**src/rtl/bq_pkg.sv**
```systemverilog
package bq_pkg;

    localparam int QUIN_W   = 3;
    localparam int QUIN_MOD = 5;

    typedef enum logic [1:0] {
        MODE_SPLIT = 2'b00,
        MODE_BCD   = 2'b01,
        MODE_SYM   = 2'b10,
        MODE_ALT   = 2'b11
    } mode_e;

    typedef enum logic [1:0] {
        ROUTE_SPLIT,
        ROUTE_BCD,
        ROUTE_SYM
    } route_e;

    typedef enum logic {
        A_LOW  = 1'b0,
        A_HIGH = 1'b1
    } tog_state_e;

    typedef enum logic [QUIN_W-1:0] {
        QV0 = 3'd0,
        QV1 = 3'd1,
        QV2 = 3'd2,
        QV3 = 3'd3,
        QV4 = 3'd4
    } quin_state_e;

    function automatic logic [QUIN_W-1:0] quin_next(input logic [QUIN_W-1:0] v);
        if (v >= QUIN_W'(QUIN_MOD - 1))
            return '0;
        return v + QUIN_W'(1);
    endfunction

endpackage

```
**src/rtl/bq_fall_detect.sv**
```systemverilog
module bq_fall_detect #(
    parameter int SYNC_STAGES = 2
) (
    input  logic clk,
    input  logic rst_n,
    input  logic din,
    output logic pulse
);

    logic [SYNC_STAGES-1:0] sync_q;
    logic                   prev_q;

    generate
        for (genvar i = 0; i < SYNC_STAGES; i++) begin : g_sync
            always_ff @(posedge clk or negedge rst_n) begin
                if (!rst_n)
                    sync_q[i] <= 1'b1;
                else if (i == 0)
                    sync_q[i] <= din;
                else
                    sync_q[i] <= sync_q[(i == 0) ? 0 : i-1];
            end
        end
    endgenerate

    always_ff @(posedge clk or negedge rst_n) begin
        if (!rst_n)
            prev_q <= 1'b1;
        else
            prev_q <= sync_q[SYNC_STAGES-1];
    end

    always_comb begin
        pulse = prev_q & ~sync_q[SYNC_STAGES-1];
    end

endmodule

```
**src/rtl/bq_toggle_stage.sv**
```systemverilog
module bq_toggle_stage
    import bq_pkg::*;
(
    input  logic clk,
    input  logic rst_n,
    input  logic step,
    output logic q
);

    tog_state_e state_q;
    tog_state_e state_d;

    always_comb begin
        state_d = state_q;
        if (step) begin
            unique case (state_q)
                A_LOW:  state_d = A_HIGH;
                A_HIGH: state_d = A_LOW;
            endcase
        end
    end

    always_ff @(posedge clk or negedge rst_n) begin
        if (!rst_n)
            state_q <= A_LOW;
        else
            state_q <= state_d;
    end

    always_comb begin
        unique case (state_q)
            A_LOW:  q = 1'b0;
            A_HIGH: q = 1'b1;
        endcase
    end

endmodule

```
**src/rtl/bq_quinary_stage.sv**
```systemverilog
module bq_quinary_stage
    import bq_pkg::*;
(
    input  logic              clk,
    input  logic              rst_n,
    input  logic              step,
    output logic [QUIN_W-1:0] q
);

    quin_state_e state_q;
    quin_state_e state_d;

    always_comb begin
        state_d = state_q;
        if (step) begin
            unique case (state_q)
                QV0:     state_d = QV1;
                QV1:     state_d = QV2;
                QV2:     state_d = QV3;
                QV3:     state_d = QV4;
                QV4:     state_d = QV0;
                default: state_d = QV0;
            endcase
        end
    end

    always_ff @(posedge clk or negedge rst_n) begin
        if (!rst_n)
            state_q <= QV0;
        else
            state_q <= state_d;
    end

    always_comb begin
        unique case (state_q)
            QV0:     q = 3'd0;
            QV1:     q = 3'd1;
            QV2:     q = 3'd2;
            QV3:     q = 3'd3;
            QV4:     q = 3'd4;
            default: q = 3'd0;
        endcase
    end

endmodule

```
**src/rtl/biquinary_counter.sv**
```systemverilog
module biquinary_counter
    import bq_pkg::*;
#(
    parameter int SYNC_STAGES = 2
) (
    input  logic       clk,
    input  logic       rst_n,
    input  logic       clr,
    input  logic [1:0] mode,
    input  logic       cnt_a,
    input  logic       cnt_bd,
    output logic       qa,
    output logic       qb,
    output logic       qc,
    output logic       qd
);

    logic              edge_a;
    logic              edge_bd;
    logic              stage_rst_n;
    logic              step_a;
    logic              step_bd;
    logic              carry_a;
    logic              carry_d;
    logic [QUIN_W-1:0] quin_q;
    route_e            route;

    bq_fall_detect #(.SYNC_STAGES(SYNC_STAGES)) u_det_a (
        .clk   (clk),
        .rst_n (rst_n),
        .din   (cnt_a),
        .pulse (edge_a)
    );

    bq_fall_detect #(.SYNC_STAGES(SYNC_STAGES)) u_det_bd (
        .clk   (clk),
        .rst_n (rst_n),
        .din   (cnt_bd),
        .pulse (edge_bd)
    );

    always_comb begin
        stage_rst_n = rst_n & ~clr;
    end

    always_comb begin
        unique case (mode_e'(mode))
            MODE_SPLIT: route = ROUTE_SPLIT;
            MODE_BCD:   route = ROUTE_BCD;
            MODE_SYM:   route = ROUTE_SYM;
            MODE_ALT:   route = ROUTE_SPLIT;
        endcase
    end

    always_comb begin
        carry_a = edge_a & qa;
        carry_d = edge_bd & (quin_q == QUIN_W'(QUIN_MOD - 1));
    end

    always_comb begin
        step_a  = 1'b0;
        step_bd = 1'b0;
        unique case (route)
            ROUTE_SPLIT: begin
                step_a  = edge_a;
                step_bd = edge_bd;
            end
            ROUTE_BCD: begin
                step_a  = edge_a;
                step_bd = carry_a;
            end
            ROUTE_SYM: begin
                step_a  = carry_d;
                step_bd = edge_bd;
            end
            default: begin
                step_a  = 1'b0;
                step_bd = 1'b0;
            end
        endcase
        if (clr) begin
            step_a  = 1'b0;
            step_bd = 1'b0;
        end
    end

    bq_toggle_stage u_stage_a (
        .clk   (clk),
        .rst_n (stage_rst_n),
        .step  (step_a),
        .q     (qa)
    );

    bq_quinary_stage u_stage_bd (
        .clk   (clk),
        .rst_n (stage_rst_n),
        .step  (step_bd),
        .q     (quin_q)
    );

    always_comb begin
        qb = quin_q[0];
        qc = quin_q[1];
        qd = quin_q[2];
    end

endmodule

```
**config.mk**
```make
export PLATFORM = sky130hd
export DESIGN_NAME = biquinary_counter
export DESIGN_NICKNAME = d
export VERILOG_FILES = /design/src/rtl/bq_pkg.sv /design/src/rtl/bq_fall_detect.sv /design/src/rtl/bq_toggle_stage.sv /design/src/rtl/bq_quinary_stage.sv /design/src/rtl/biquinary_counter.sv
export SDC_FILE = /design/constraint.sdc
export NUM_CORES = 1
export LEC_CHECK = 0
export BUFFER_PORTS_ARGS = -buffer_cell sky130_fd_sc_hd__buf_2
export CAP_MARGIN = 0
export CORE_MARGIN = 3
export CORE_UTILIZATION = 30
export DETAILED_ROUTE_END_ITERATION = 12
export GPL_TIMING_DRIVEN = 1
export PLACE_DENSITY = 0.53
export RECOVER_POWER = 50
export SLEW_MARGIN = 15
export SYNTH_ARGS = -nofsm -noshare
export SYNTH_HDL_FRONTEND = slang
export SYNTH_SLANG_ARGS = --single-unit
```
**constraint.sdc**
```tcl
create_clock -name clk -period 1.65 [get_ports clk]
set_input_delay 0.0825 -clock clk [delete_from_list [all_inputs] [get_ports clk]]
set_output_delay 0.0825 -clock clk [all_outputs]
set_load 0.005 [all_outputs]
```
Yosys cells after proc, flatten, opt, wreduce, memory -nomap -nowiden
Index checks and enable logic that the tools add are counted.

Input port bits: 7. Word-level logic and storage cells: 42. Register bits: 10.

Equality and inequality tests: 10. Bitwise operators: 9. Muxes and demuxes: 9. Reductions and logical operators: 6.

Operator list (number): $pmux 3 s4 (2); $pmux 1 s2 (4); $eq 2x2->1 const B (3); $eq 3x2->1 const B (2); $eq 3x3->1 const B (2); $pmux 2 s3 (1); $reduce_or 2->1 (3); $and 1x1->1 (5); $eq 2x1->1 const B (2); $logic_not 2->1 (2); $not 1->1 (4); $eq 3x1->1 const B (1); $logic_not 3->1 (1); $mux 1 (2).

Depth between registers and ports, before layout
Gate-level depths: netlist of the first run.

Word-level depth: 7. Gate-level depth with buffers: 4. Gate-level depth less buffers: 4.

Modules after synthesis
Synthesis of the first run repeated with hierarchy kept, for this count alone.

Cell total of the unflattened synthesis: 34. Area total of the unflattened synthesis: 431.7 µm².

By module, submodules not included: bq_fall_detect (cells each 4, seq. area each 78.8 µm², area each 92.6 µm², instances 2); bq_quinary_stage (cells each 14, seq. area each 75.1 µm², area each 156.4 µm², instances 1); biquinary_counter (cells each 10, seq. area each 0.0 µm², area each 56.3 µm², instances 1); bq_toggle_stage (cells each 2, seq. area each 25.0 µm², area each 33.8 µm², instances 1).

Worst setup path after synthesis of the first run
No wires, ideal clock.

Path type: register to register. Start point: register u_det_a.prev_q. End point: register u_stage_bd.state_q[0]. Cell stages (with the launch flop): 5. Data arrival time: 1.206 ns. Buffers on the path: 0. Library setup time: 0.125 ns. Setup slack: 0.319 ns. Period minus slack after synthesis: 1.331 ns. Cells stage by stage: dfstp_2 nand3b_1 mux2i_1 and2b_4 mux2_4.

Cells in the longest elaborated chain, start to end: 4.

RTL lines: start: declaration (line bq_fall_detect.sv:11) `logic prev_q;`; start signal: assignment (line bq_fall_detect.sv:30) `prev_q <= sync_q[SYNC_STAGES-1];`; $and 1x1->1 (line bq_fall_detect.sv:34) `pulse = prev_q & ~sync_q[SYNC_STAGES-1];`; $and 1x1->1 (line biquinary_counter.sv:56) `carry_a = edge_a & qa;`; $pmux 1 s2 (line biquinary_counter.sv:63) `unique case (route)`; $mux 1 (line biquinary_counter.sv:81) `if (clr) begin`; end signal: assignment (line bq_quinary_stage.sv:31) `state_q <= state_d;`; end: declaration (line bq_quinary_stage.sv:10) `quin_state_e state_q;`.

No other way between the ends. A chain may end at the register's enable or synchronous reset.

Worst setup path in the final report of the first run
Start point: register u_det_a.prev_q. End point: register u_stage_bd.state_q[2].

The elaborated chain is that of the path after synthesis.

==> reports/metrics.cfg, run 1 <==
[placed_design]
io_buffer_count=10
dpl_wire_length_um=624
place_congestion=0.702
post_dp_cell_area_um2=504
preCtsSetupSlack_ns=0.220

[critical_path]
timing.critical_path.to_type=flop
path_class=reg -> reg
rrSetupSlack_ns=0.22
cp_slowest_cell=dfstp_2
rr_worst_depth=4
critical_path_arrival_ns=1.57
cp-start-kind=flop
r2r-end=u_stage_bd.state_q[2]$_DFFE_PN0P_
cell_chain_critical_path=nand3b_1, mux2i_1, and2b_4, mux2_4
worstReg2RegStart=u_det_a.prev_q$_DFF_PN1_
crit_path_largest_cell_delay_ns=0.53
timing.critical_path.fanout_max=3
cp_data_required_time_ns=1.79

[die]
core_area_um2=1330
die_area_um2=1940
dieWidth_um=44.1
start_util_pct=32.6
row_count=13
ioPinCount=11
chipHeight_um=44.1

[cts]
cts.reportedPaths.clkPinSlew_ns=0.06
postCtsSetupBuffers=0
post_cts_resized=0
cts-htree-levels=1
worstSkewPairLatency_ns=0.25
tritoncts=built
clock_tree.buffer_depth=2
tritoncts_num_sinks=10
cts_bufs_inserted=3
clockRootBuffer=clkbuf_4

[finish]
fin_area_um2=579
finish.net_count=59
num_antenna_cells=0
areaGrowthSynthToFinish_pct=33.0
final_layout_size_suffix_gt1_share_pct=43.1
multi_input_area_um2=174
fill_cells=138
seq_area_um2=258

[routing]
detail_route.wirelength_um=792
dr.pass1.iters=2
drt-vias-per-instance=4.76
drcViolationCount=0
drt-initial-drc-count=2
average_wire_per_standard_cell_um=12.0
vias=314
remaining_antenna_violation_count_after_routing=0

[yosys]
proportion_of_synthesized_chip_area_in_sequential_cells_pct=59.2
netlist.top_cell.by_area=dfstp_2
ys_seq_elements=10
syn_inst=33
synth_cell_type_count=18
top_cells_by_area_synth=dfstp_2 36%, dfrtp_1 23%, mux2_4 6.9%, nand3b_1 3.4%, nor3b_1 3.4%
postSynthAreaPerCell_um2=13.2
ys.flop_type=dfstp_2
share_of_the_synthesized_area_in_the_top_cell_type_pct=36.2
synth_edf_count=0
synth_nets=40
synthTopCellsByCount=6 x dfstp_2, 4 x dfrtp_1, 3 x nor2_1
yosys_warnings=0
yosysMostFrequentCell=dfstp_2
synth_async_sr_flop_share_pct=100
post_synth_instance_area_um2=435

[global_routing]
first_global_vias=324
grt_pass1_wl_um=1250
total_overflow_reported_by_the_global_router=0
total_track_usage_pct=9.08
grt_max_degree=8
antenna_found_initial=0

[timing]
final.hold.worst_slack_ns=0.308
final_clock_skew_ns=0.00262
final-hold-violation-count=0
fin_tns_setup_ns=0
worst_slew_pin_slew_ns=0.341
finalCritPeriodShare_pct=86.8
timing.final.ws_setup_ns=0.217
grt_setup_unrepaired=false
finalMaxSlewViolations=0
finalCriticalPeriod_ns=1.43
fmax_mhz=698
finalSetupViolCount=0
max_slew_margin_pct=77.2

[outcome]
outcome=completed

[pwr]
power.ir.vdd_worst_mv=0.471
power.density_cell_area_nw_per_um2=1400
lkg_pwr_nw=0.258
total_power_w=0.000812

[hold_path]
timing.hold.worst_endpoint=u_stage_a.state_q$_DFFE_PN0P_
min_from=mode[0]
min_path_type=in -> reg
cell_depth_of_the_worst_hold_path=4

[job]
drv_cap=0

power by group:
group | leakage, nW | switching [W] | internal [W]
combinational | 0.126 | 0.0000893 | 0.000143
clock | 0.0210 | 0.0000756 | 0.000134
sequential | 0.111 | 0.0000654 | 0.000305
total | 0.258 | 0.000230 | 0.000582
cells in the final DEF (no fill, tap or decap), drive strengths merged, types with 2 or more instances in the layout:
master,count
dfstp,6
mux2,2
buf,9
dfrtp,4
nor2,3
nor2b,3
clkbuf,5
nand2b,2
dlygate4sd3,4
nor3b,2
nand3b,2
logic make-up (layout without fill, tap and decap cells):
| family | after synthesis | count (layout) | share of synthesized area (%) |
|---|---|---|---|
| xor+xnor | 1 | 1 | 2.01 |
| simple gates | 15 | 15 | 23.3 |
| buf+inv | 1 | 19 | 0.861 |
| flops | 10 | 10 | 59.2 |
| compound gates | 3 | 3 | 5.46 |
| mux | 3 | 3 | 9.20 |
registers in the layout, indices dropped and copies added (netlist names):
signal,flops
u_stage_bd.state_q,3
u_det_a.sync_q,2
u_det_bd.sync_q,2
u_det_a.prev_q,1
u_det_bd.prev_q,1
u_stage_a.state_q,1
worst max-delay path, delay by kind of cell (launching register included):
| family | cells | cell delay (ns) |
|---|---|---|
| DFF | 1 | 0.53 |
| and+or+nand+nor | 2 | 0.29 |
| muxes | 2 | 0.50 |
stage by stage:
| stage | utilization, % | instances |
|---|---|---|
| global route | 43.4 | 66 |
| global placement | 37.8 | 58 |
| finish | 43.4 | 66 |
| detailed placement | 37.8 | 58 |
| CTS | 43.5 | 66 |
| floorplan | - | 33 |
routing by layer:
layer | vias to the layer above | routed length [um] | global-route usage, %
met1 | 156 | 315 | 9.28
met5 | - | 0 | 0
li1 | 150 | - | -
met2 | 8 | 423 | 15.1
met3 | 0 | 52 | 2.85
met4 | 0 | 0 | 7.23
worst max-delay path by stage:
| stage | startpoint | endpoint | slack (ns) |
|---|---|---|---|
| 6_report | u_det_a.prev_q$_DFF_PN1_ | u_stage_bd.state_q[2]$_DFFE_PN0P_ | 0.22 |
| 5_1_grt | u_det_bd.prev_q$_DFF_PN1_ | u_stage_bd.state_q[2]$_DFFE_PN0P_ | 0.17 |
| 4_1_cts | u_det_bd.prev_q$_DFF_PN1_ | u_stage_bd.state_q[2]$_DFFE_PN0P_ | 0.21 |
| 3_5_place_dp | u_det_bd.prev_q$_DFF_PN1_ | u_stage_bd.state_q[0]$_DFFE_PN0P_ | 0.22 |
| 3_3_place_gp | u_det_a.prev_q$_DFF_PN1_ | u_stage_bd.state_q[2]$_DFFE_PN0P_ | 0.26 |
| 2_1_floorplan | u_det_a.prev_q$_DFF_PN1_ | u_stage_bd.state_q[0]$_DFFE_PN0P_ | 0.32 |
cell type report:
type,instances,share of cell area (%)
inverter,1,0.648
tap,15,3.24
timing repair buffer,14,15.3
clock buffer,4,6.26
sequential,10,44.5
multi-input combinational,22,30.0
what timing repair did:
action                                  in CTS  in global routing
endpoints found under the hold margin       12                  0
endpoints found under the setup margin       0                  0
hold buffers                                 4                  0
(Power assumes the default switching activity.)
==> run 2, diff against run 1 <==
CELL_PAD_IN_SITES_DETAIL_PLACEMENT = 1   (was unset)
CELL_PAD_IN_SITES_GLOBAL_PLACEMENT = 1   (was unset)
PLACE_DENSITY = 0.63   (was 0.53)
==> reports/metrics.cfg, run 2 (synthesis gave the netlist of run 1 again) <==
[finish]
largest_reg_flops=3  ; unchanged
final_common_cell=buf_2  ; unchanged
layout.cells.most_common_list=9 x buf_2, 5 x dfstp_2, 4 x dlygate4sd3_1, 4 x dfrtp_1  ; unchanged
finish.net_count=59  ; unchanged
final_core_area_utilization_pct=42.7  ; was 43.4%
final_layout_size_suffix_gt1_share_pct=41.2  ; was 43.1%
areaGrowthSynthToFinish_pct=30.7  ; was 33.0%
num_antenna_cells=0  ; unchanged
fill_cells=151  ; was 138
max_flop_register=u_stage_bd.state_q  ; unchanged
fin_area_um2=569  ; was 579 um2
largest_registers=u_stage_bd.state_q: 3 flops, u_det_a.sync_q: 2 flops, u_det_bd.sync_q: 2 flops  ; unchanged

[cts]
worstSkewPairLatency_ns=0.26  ; was 0.25 ns
post_cts_resized=0  ; unchanged
tritoncts_num_sinks=10  ; unchanged
clock_tree.buffer_depth=2  ; unchanged
cts-htree-levels=1  ; unchanged
postCtsSetupBuffers=0  ; unchanged
tritoncts=built  ; unchanged
cts_bufs_inserted=3  ; unchanged
cts.reportedPaths.clkPinSlew_ns=0.07  ; was 0.06 ns
clockRootBuffer=clkbuf_4  ; unchanged

[pwr]
power.ir.vdd_worst_mv=0.531  ; was 0.471 mV
clockPowerShare_pct=22.0  ; was 25.7%
swShare_pct=30.9  ; was 28.3%
share_comb_of_total_power_pct=30.1  ; was 28.6%
power.density_cell_area_nw_per_um2=1380  ; was 1400 nW/um2
intPower_w=0.000542  ; was 0.000582 W
power.net_switching_w=0.000242  ; was 0.000230 W
portion_of_total_power_attributed_to_sequential_cells_pct=47.9  ; was 45.6%
lkg_pwr_nw=0.252  ; was 0.258 nW

[die]
chipHeight_um=44.1  ; unchanged
die_area_um2=1940  ; unchanged
row_count=13  ; unchanged
start_util_pct=32.6  ; unchanged
core_area_um2=1330  ; unchanged
dieWidth_um=44.1  ; unchanged
ioPinCount=11  ; unchanged

[hold_path]
cell_depth_of_the_worst_hold_path=4  ; unchanged
timing.hold.worst_endpoint=u_stage_a.state_q$_DFFE_PN0P_  ; unchanged
min_path_type=in -> reg  ; unchanged
min_from=mode[0]  ; unchanged

[critical_path]
cp-start-kind=flop  ; unchanged
critical_path_arrival_ns=1.56  ; was 1.57 ns
cp_slowest_cell=dfstp_2  ; unchanged
r2r-end=u_stage_bd.state_q[0]$_DFFE_PN0P_  ; was u_stage_bd.state_q[2]$_DFFE_PN0P_
crit_path_largest_cell_delay_ns=0.54  ; was 0.53 ns
worstReg2RegStart=u_det_a.prev_q$_DFF_PN1_  ; unchanged
cp_data_required_time_ns=1.79  ; about the same
path_class=reg -> reg  ; unchanged
timing.critical_path.to_type=flop  ; unchanged
rrSetupSlack_ns=0.23  ; was 0.22 ns
cell_chain_critical_path=nand3b_1, mux2i_1, and2b_4, mux2_4  ; unchanged
rr_worst_depth=4  ; unchanged
timing.critical_path.fanout_max=3  ; unchanged

[placed_design]
place_congestion=0.738  ; was 0.702
dpl_wire_length_um=693  ; was 624 um
io_buffer_count=10  ; unchanged
post_dp_cell_area_um2=504  ; unchanged

[timing]
finalSetupViolCount=0  ; unchanged
finalCriticalPeriod_ns=1.42  ; was 1.43 ns
final-hold-violation-count=0  ; unchanged
fin_tns_setup_ns=0  ; unchanged
worst_slew_pin_slew_ns=0.353  ; was 0.341 ns
final_clock_skew_ns=0.00469  ; was 0.00262 ns
finalCritPeriodShare_pct=85.8  ; was 86.8%
finalMaxSlewViolations=0  ; unchanged
grt_setup_unrepaired=false  ; unchanged
fmax_mhz=707  ; was 698 MHz
max_slew_margin_pct=76.4  ; was 77.2%

[routing]
drt-initial-drc-count=2  ; unchanged
drt-vias-per-instance=4.83  ; was 4.76
vias=319  ; was 314
average_wire_per_standard_cell_um=13.7  ; was 12.0 um
remaining_antenna_violation_count_after_routing=0  ; unchanged
drcViolationCount=0  ; unchanged
dr.pass1.iters=4  ; was 2
detail_route.wirelength_um=904  ; was 792 um

[global_routing]
grt_pass1_wl_um=1610  ; was 1250 um
grt_max_degree=8  ; unchanged
total_overflow_reported_by_the_global_router=0  ; unchanged
antenna_found_initial=0  ; unchanged
first_global_vias=370  ; was 324
total_track_usage_pct=11.1  ; was 9.08%

[outcome]
outcome=completed  ; unchanged

[job]
drv_cap=0  ; unchanged

## run 2: final cells by class
class                   instances  area [um2]  area share [%]
clock buffers                   4        26.3            4.62
repair buffers                 14        88.8            15.6
multi-input cells              22         174            30.5
well taps                      15        18.8            3.30
flip-flops and latches         10         258            45.3
inverters                       1        3.75           0.659
## run 2: layer usage
| metal | up-vias | wire length (um) | track usage (%) | share of wire [%] |
|---|---|---|---|---|
| li1 | 149 | - | - | - |
| met1 | 161 | 358 | 12.7 | 40 |
| met2 | 9 | 496 | 20.3 | 55 |
| met3 | 0 | 49 | 2.44 | 5.4 |
| met4 | 0 | 0 | 3.61 | 0 |
| met5 | - | 0 | 0 | 0 |
## run 2: worst max-delay path by stage
stage                              from                                end  slack [ns]  depth (start not counted)
2_1_floorplan  u_det_a.prev_q$_DFF_PN1_  u_stage_bd.state_q[0]$_DFFE_PN0P_        0.32                          4
3_3_place_gp   u_det_a.prev_q$_DFF_PN1_  u_stage_bd.state_q[0]$_DFFE_PN0P_        0.27                          4
3_5_place_dp   u_det_a.prev_q$_DFF_PN1_  u_stage_bd.state_q[0]$_DFFE_PN0P_        0.24                          4
4_1_cts        u_det_a.prev_q$_DFF_PN1_  u_stage_bd.state_q[0]$_DFFE_PN0P_        0.24                          4
5_1_grt        u_det_a.prev_q$_DFF_PN1_  u_stage_bd.state_q[0]$_DFFE_PN0P_        0.19                          4
6_report       u_det_a.prev_q$_DFF_PN1_  u_stage_bd.state_q[0]$_DFFE_PN0P_        0.23                          4
## run 2: power groups by stage
stage / clock (W) / sequential [W] / combinational, W
global route: 0.000195 / 0.000386 / 0.000263
detailed placement: 0 / 0.000379 / 0.000231
floorplan: 0 / 0.000361 / 0.000151
CTS: 0.000187 / 0.000375 / 0.000240
finish: 0.000172 / 0.000375 / 0.000236
global placement: 0 / 0.000370 / 0.000221
## run 2: critical path: cells and delay by family (launching register included)
family	cells	cell delay [ns]
and+or+nand+nor	2	0.28
muxes	2	0.49
DFF	1	0.54
## run 2: stage by stage
stage,power (W),setup slack (ns),hold slack [ns],instances
2_1_floorplan,0.000512,0.319,-0.0653,33
3_3_place_gp,0.000592,0.275,0.104,58
3_5_place_dp,0.000610,0.240,0.124,58
4_1_cts,0.000802,0.239,0.305,66
5_1_grt,0.000844,0.186,0.364,66
6_report,0.000784,0.235,0.337,66
## run 2: timing repair
| action | 4_1_cts | 5_1_grt |
|---|---|---|
| hold buffers | 4 | 0 |
| hold endpoints to repair | 12 | 0 |
| setup endpoints to repair | 0 | 0 |
